### src/rtl/clf_pkg.sv
package clf_pkg;
    typedef enum logic [0:0] {S_UP = 1'b0, S_DOWN = 1'b1} sweep_st_t;

    // effective loop order: 0 off, 1 first order, 2 full filter
    function automatic logic [1:0] eff_order(input logic [1:0] ord, input logic acq);
        if (ord == 2'd0)                 return 2'd0;
        else if (ord == 2'd1 || acq)     return 2'd1;
        else                             return 2'd2;
    endfunction
endpackage

### src/rtl/clf_shift_gain.sv
module clf_shift_gain #(
    parameter int IW  = 12,
    parameter int OW  = 26,
    parameter int SHW = 5
) (
    input  logic signed [IW-1:0]  in_val,
    input  logic        [SHW-1:0] sh,
    output logic signed [OW-1:0]  out_val
);
    logic signed [OW-1:0] ext;
    assign ext     = {{(OW-IW){in_val[IW-1]}}, in_val};
    assign out_val = ext >>> sh;
endmodule

### src/rtl/clf_sat.sv
module clf_sat #(
    parameter int IW = 26,
    parameter int OW = 24
) (
    input  logic signed [IW-1:0] val,
    input  logic signed [OW-1:0] lo,
    input  logic signed [OW-1:0] hi,
    output logic signed [OW-1:0] res,
    output logic                 at_hi,
    output logic                 at_lo
);
    logic signed [IW-1:0] lo_x, hi_x;
    assign lo_x = {{(IW-OW){lo[OW-1]}}, lo};
    assign hi_x = {{(IW-OW){hi[OW-1]}}, hi};

    always_comb begin
        at_hi = (val >= hi_x);
        at_lo = (val <= lo_x);
        if (val > hi_x)      res = hi;
        else if (val < lo_x) res = lo;
        else                 res = val[OW-1:0];
    end
endmodule

### src/rtl/carrier_loop_filter.sv
module carrier_loop_filter
    import clf_pkg::*;
#(
    parameter int EW  = 12,
    parameter int AW  = 24,
    parameter int SHW = 5
) (
    input  logic                 clk,
    input  logic                 rst_n,
    input  logic                 clr,
    input  logic                 upd,
    input  logic signed [EW-1:0] phase_err,
    input  logic signed [EW-1:0] freq_err,
    input  logic [SHW-1:0]       lead_shift,
    input  logic [SHW-1:0]       lag_shift,
    input  logic [SHW-1:0]       afc_shift_acq,
    input  logic [SHW-1:0]       afc_shift_trk,
    input  logic                 afc_en,
    input  logic signed [AW-1:0] lim_hi,
    input  logic signed [AW-1:0] lim_lo,
    input  logic [AW-1:0]        sweep_step,
    input  logic [1:0]           order,
    input  logic                 acquire,
    input  logic                 stepped,
    input  logic                 step_tick,
    output logic signed [AW-1:0] freq_out,
    output logic signed [AW-1:0] lag_out
);
    localparam int SW = AW + 2;
    localparam logic signed [AW-1:0] OUT_MAX = {1'b0, {(AW-1){1'b1}}};
    localparam logic signed [AW-1:0] OUT_MIN = {1'b1, {(AW-1){1'b0}}};

    sweep_st_t st_q, st_d;
    logic signed [AW-1:0] lag_q, out_q;
    logic [1:0]           eo;
    logic [SHW-1:0]       afc_sh;
    logic signed [SW-1:0] lead_raw, lag_raw, afc_raw;
    logic signed [SW-1:0] lead_t, lag_t, afc_t, sweep_t, step_x, lag_sum, out_sum;
    logic signed [AW-1:0] lag_next, out_next;
    logic                 sweep_on, hit_hi, hit_lo, o_hi, o_lo;

    assign eo     = eff_order(order, acquire);
    assign afc_sh = acquire ? afc_shift_acq : afc_shift_trk;

    clf_shift_gain #(.IW(EW), .OW(SW), .SHW(SHW)) i_lead (
        .in_val(phase_err), .sh(lead_shift), .out_val(lead_raw));
    clf_shift_gain #(.IW(EW), .OW(SW), .SHW(SHW)) i_lag (
        .in_val(phase_err), .sh(lag_shift), .out_val(lag_raw));
    clf_shift_gain #(.IW(EW), .OW(SW), .SHW(SHW)) i_afc (
        .in_val(freq_err), .sh(afc_sh), .out_val(afc_raw));

    always_comb begin
        step_x   = {2'b00, sweep_step};
        sweep_on = acquire && (eo != 2'd0) && (!stepped || step_tick);
        lead_t   = (eo != 2'd0) ? lead_raw : '0;
        lag_t    = (eo == 2'd2) ? lag_raw : '0;
        afc_t    = afc_en ? afc_raw : '0;
        if (!sweep_on)        sweep_t = '0;
        else if (st_q == S_UP) sweep_t = step_x;
        else                   sweep_t = -step_x;
        lag_sum  = {{2{lag_q[AW-1]}}, lag_q} + lag_t + afc_t + sweep_t;
    end

    clf_sat #(.IW(SW), .OW(AW)) i_lag_sat (
        .val(lag_sum), .lo(lim_lo), .hi(lim_hi),
        .res(lag_next), .at_hi(hit_hi), .at_lo(hit_lo));

    assign out_sum = lead_t + {{2{lag_next[AW-1]}}, lag_next};

    clf_sat #(.IW(SW), .OW(AW)) i_out_sat (
        .val(out_sum), .lo(OUT_MIN), .hi(OUT_MAX),
        .res(out_next), .at_hi(o_hi), .at_lo(o_lo));

    // sweep direction next-state logic
    always_comb begin
        st_d = st_q;
        if (clr) begin
            st_d = S_UP;                                   // T_CLR
        end else if (upd && sweep_on) begin
            unique case (st_q)
                S_UP:   if (hit_hi) st_d = S_DOWN;         // T_TOP
                S_DOWN: if (hit_lo) st_d = S_UP;           // T_FLOOR
                default: st_d = S_UP;
            endcase
        end
    end

    always_ff @(posedge clk or negedge rst_n) begin
        if (!rst_n) st_q <= S_UP;
        else        st_q <= st_d;
    end

    // datapath registers
    always_ff @(posedge clk or negedge rst_n) begin
        if (!rst_n) begin
            lag_q <= '0;
            out_q <= '0;
        end else if (clr) begin
            lag_q <= '0;
            out_q <= '0;
        end else if (upd) begin
            if (eo == 2'd0) begin
                out_q <= '0;
            end else begin
                lag_q <= lag_next;
                out_q <= out_next;
            end
        end
    end

    assign freq_out = out_q;
    assign lag_out  = lag_q;

    a_r2_lag_in_limits: assert property (@(posedge clk) disable iff (!rst_n)
        (upd && !clr && order != 2'd0 && lim_lo <= lim_hi)
        |=> (lag_q >= $past(lim_lo) && lag_q <= $past(lim_hi)));

    a_r1_order_zero_off: assert property (@(posedge clk) disable iff (!rst_n)
        (upd && !clr && order == 2'd0) |=> (out_q == '0 && $stable(lag_q)));

    a_r6_idle_hold: assert property (@(posedge clk) disable iff (!rst_n)
        (!upd && !clr) |=> ($stable(lag_q) && $stable(out_q)));

    a_r11_clear: assert property (@(posedge clk) disable iff (!rst_n)
        clr |=> (lag_q == '0 && out_q == '0 && st_q == S_UP));

    a_r5_dir_only_sweeping: assert property (@(posedge clk) disable iff (!rst_n)
        (!clr && !(upd && acquire)) |=> $stable(st_q));
endmodule

### config.mk
export PLATFORM = sky130hd
export DESIGN_NAME = carrier_loop_filter
export DESIGN_NICKNAME = d
export VERILOG_FILES = /design/src/rtl/clf_pkg.sv /design/src/rtl/clf_shift_gain.sv /design/src/rtl/clf_sat.sv /design/src/rtl/carrier_loop_filter.sv
export SDC_FILE = /design/constraint.sdc
export NUM_CORES = 1
export LEC_CHECK = 0
export ABC_AREA = 1
export CAP_MARGIN = 20
export CORE_AREA = 2 2 186 188
export DETAILED_ROUTE_END_ITERATION = 10
export DIE_AREA = 0 0 188 190
export PLACE_DENSITY = 0.54
export SLEW_MARGIN = 10
export SYNTH_ARGS = -nofsm -noshare
export SYNTH_HDL_FRONTEND = slang
export SYNTH_SLANG_ARGS = --single-unit
### constraint.sdc
create_clock -name clk -period 7.4 [get_ports clk]
set_input_delay 1.48 -clock clk [delete_from_list [all_inputs] [get_ports clk]]
set_output_delay 1.48 -clock clk [all_outputs]
set_load 0.05 [all_outputs]
==> results.yml <==
logic_synthesis:
  synth_edf_count: 0
  synthArstFlopShare_pct: 100.0
  synth_ff_type: "dfrtp_1"
  syn_nets: 1835
  yosys_warnings: 0
  syn_inst: 1557
  synth-seq-cells: 49
  synth_area_mm2: 0.009972
  synth_area_per_cell_um2: 6.405
  ys_types: 58
  yosysSeqAreaShare_pct: 12.30
global_routing:
  antenna_found_initial: 0
  grt_pass1_vias: 12890
  groute.usage.overall_pct: 22.54
  grt_first_pass_wirelength_um: 64600
  overflow: 0
  grt_start_max_net_pins: 50
setup_path:
  cp_max_fo: 6
  critPathLaunchType: "primary input"
  rr_startpoint: "st_q"
  critPathSlowestCell: "fa_1"
  reg2reg_to: "freq_out[11]"
  end_kind: "flop"
  r2r_cells: 51
  worstPathArrival_ps: 9680
  critical_path.max_stage_delay_ps: 520
  cp_common_cell: "nand2_2"
  critPathKind: "in -> reg"
  required_ps: 7590
  r2r_slack_ps: -160
timing:
  hold_ws_ps: 487.1
  clock_skew_ps: 15.48
  clock.fmax_ghz: 0.1053
  hold_viol: 0
  rsz0062_at_grt: "true"
  drv_slew: 0
  setup_viol: 49
  setup_slack_ps: -2097
  min_period_ps: 9497
  slew_headroom_pct: 30.31
  worst_pin_slew_ps: 1044
  period_share_pct: 128.3
floorplan:
  fp.dieW_um: 188
  die_h_um: 190
  rows: 68
  ios: 174
  start_util_pct: 29.37
  die-area_mm2: 0.03572
  core_area_mm2: 0.03395
clock_network:
  holdBufCountCts: 0
  clkTransAtPathRegs_ps: 60
  cts_root_buf: "clkbuf_16"
  clock-sinks: 49
  cts_buffer_depth: 2
  cts_max_level: 2
  insertion_delay_ps: 310
  tritoncts: "yes"
  cts_buffers: 5
min_path:
  hold-path-cell-count: 2
  hp-class: "reg -> reg"
  min_from: "freq_out[2]"
  min_delay_worst_endpoint: "freq_out[2]"
route:
  postRouteAntennaNets: 0
  drtIter0Drc: 659
  first_pass_iters: 9
  vias_per_cell: 4.769
  drc: 0
  wl_um: 40330
  route.vias.total: 12440
  routedWlPerCell_um: 15.46
final_layout:
  area_growth_pct: 71.12
  fill_cells: 3369
  nets: 2431
  drive_gt1_share_pct: 34.09
  seq_area_mm2: 0.001226
  multi_input_area_mm2: 0.008755
  diodes: 0
status:
  status: "complete, but fails checks"
  failed_checks: "setup timing"
placed_design:
  place.gp.congestion: 0.9101
  dp_hpwl_um: 32160
  numPortBuffers: 173
run:
  max_cap_violations: 0
[flip-flops by register name, summed over array words and instances, names as in the netlist]
name / flops
freq_out: 24
lag_out: 24
st_q: 1
[critical path, delay by kind of cell]
| kind | cells | cell delay, ps |
|---|---|---|
| compound gates | 16 | 2330 |
| xor+xnor | 1 | 220 |
| fa+ha+maj | 6 | 1970 |
| buf+inv | 11 | 1310 |
| simple gates | 25 | 2330 |
[routing by layer]
layer  routed length [um]  GRT usage [%]
met5                    0              0
met4                 1291          7.208
met3                 1717          2.029
met2                19290          40.32
met1                18030          28.55
[cells by family after synthesis]
family | after synthesis | synth area share (%)
simple gates | 680 | 30.38
buf+inv | 297 | 11.42
xor+xnor | 38 | 3.338
flops | 49 | 12.30
compound gates | 329 | 18.48
mux | 12 | 1.255
fa+ha+maj | 152 | 22.84
[cell usage after synthesis (11+ instances only)]
| cell | instances | area, um^2 |
|---|---|---|
| nand2_1 | 397 | 1490 |
| inv_1 | 254 | 953.4 |
| o21ai_0 | 135 | 675.7 |
| a21oi_1 | 110 | 550.5 |
| ha_1 | 102 | 1276 |
| nor2_1 | 92 | 345.3 |
| nand3_1 | 90 | 450.4 |
| fa_1 | 50 | 1001 |
| dfrtp_1 | 49 | 1226 |
| clkbuf_1 | 27 | 101.4 |
| xor2_1 | 24 | 210.2 |
| nor3_1 | 22 | 110.1 |
| nand4_1 | 20 | 125.1 |
| nand3_2 | 17 | 170.2 |
| xnor2_1 | 14 | 122.6 |
| o211ai_1 | 13 | 97.59 |
| o22ai_1 | 12 | 75.07 |
| nand2_2 | 11 | 68.82 |
[layout by cell type, fill, tap and decap left out, drive strengths merged, types with 2 or more instances in the layout]
| cell | count |
|---|---|
| nor3 | 24 |
| a31oi | 6 |
| nor3b | 4 |
| mux2i | 8 |
| clkbuf | 8 |
| o21bai | 7 |
| inv | 256 |
| dlygate4sd2 | 12 |
| o31ai | 3 |
| o21ai | 143 |
| nand3b | 4 |
| xnor2 | 14 |
| clkdlybuf4s50 | 155 |
| a21o | 2 |
| o211ai | 13 |
| xor2 | 24 |
| a21oi | 112 |
| buf | 449 |
| ha | 102 |
| nand4 | 22 |
| nor2 | 96 |
| clkinv | 7 |
| fa | 50 |
| a31o | 3 |
| o21a | 6 |
| nand2 | 414 |
| mux2 | 4 |
| a21boi | 6 |
| clkdlybuf4s15 | 4 |
| or2 | 6 |
| dfrtp | 49 |
| o22ai | 12 |
| nand3 | 108 |
| a221o | 2 |
| a221oi | 7 |
| a22o | 2 |
[how the worst max path moves through the flow]
stage / slack [ps] / end / startpoint
after detailed placement: -3050 / freq_out[15] / acquire
after CTS: -1780 / freq_out[18] / acquire
after global placement: -2950 / freq_out[14] / acquire
after floorplan: -1780 / freq_out[10] / acquire
final: -2100 / freq_out[11] / afc_shift_acq[1]
after global routing: -2660 / freq_out[13] / acquire
[stage by stage]
step                      area, um^2  utilization [%]  setup TNS, ps  setup WS [ps]  instances
final                          17060            50.27         -60050          -2097       2608
after detailed placement       14960            44.07        -102900          -3049       2497
after CTS                      16690            49.15         -47890          -1777       2590
after floorplan                10250                -         -42220          -1775       1557
after global placement         14960            44.07         -99870          -2947       2497
after global routing           17060            50.27         -84690          -2655       2608
[area by class of cell]
type	instances	share of cell area [%]
Inverter	263	5.844
Tap cell	455	3.336
Sequential cell	49	7.186
Clock buffer	7	0.8359
Timing Repair Buffer	621	31.44
Timing Repair inverter	1	0.05133
Multi-Input combinational cell	1212	51.31
[timing repair]
item / 4_1_cts / 5_1_grt
setup buffers: 104 / 24
cloned: 6 / 1
gates resized for setup: 277 / 56
setup endpoints to repair: 49 / 49
pin swaps: 90 / 82
Power is left out: the tool's default activity adds up to more than one toggle a clock period on the data nets, which glitch-free logic cannot reach.
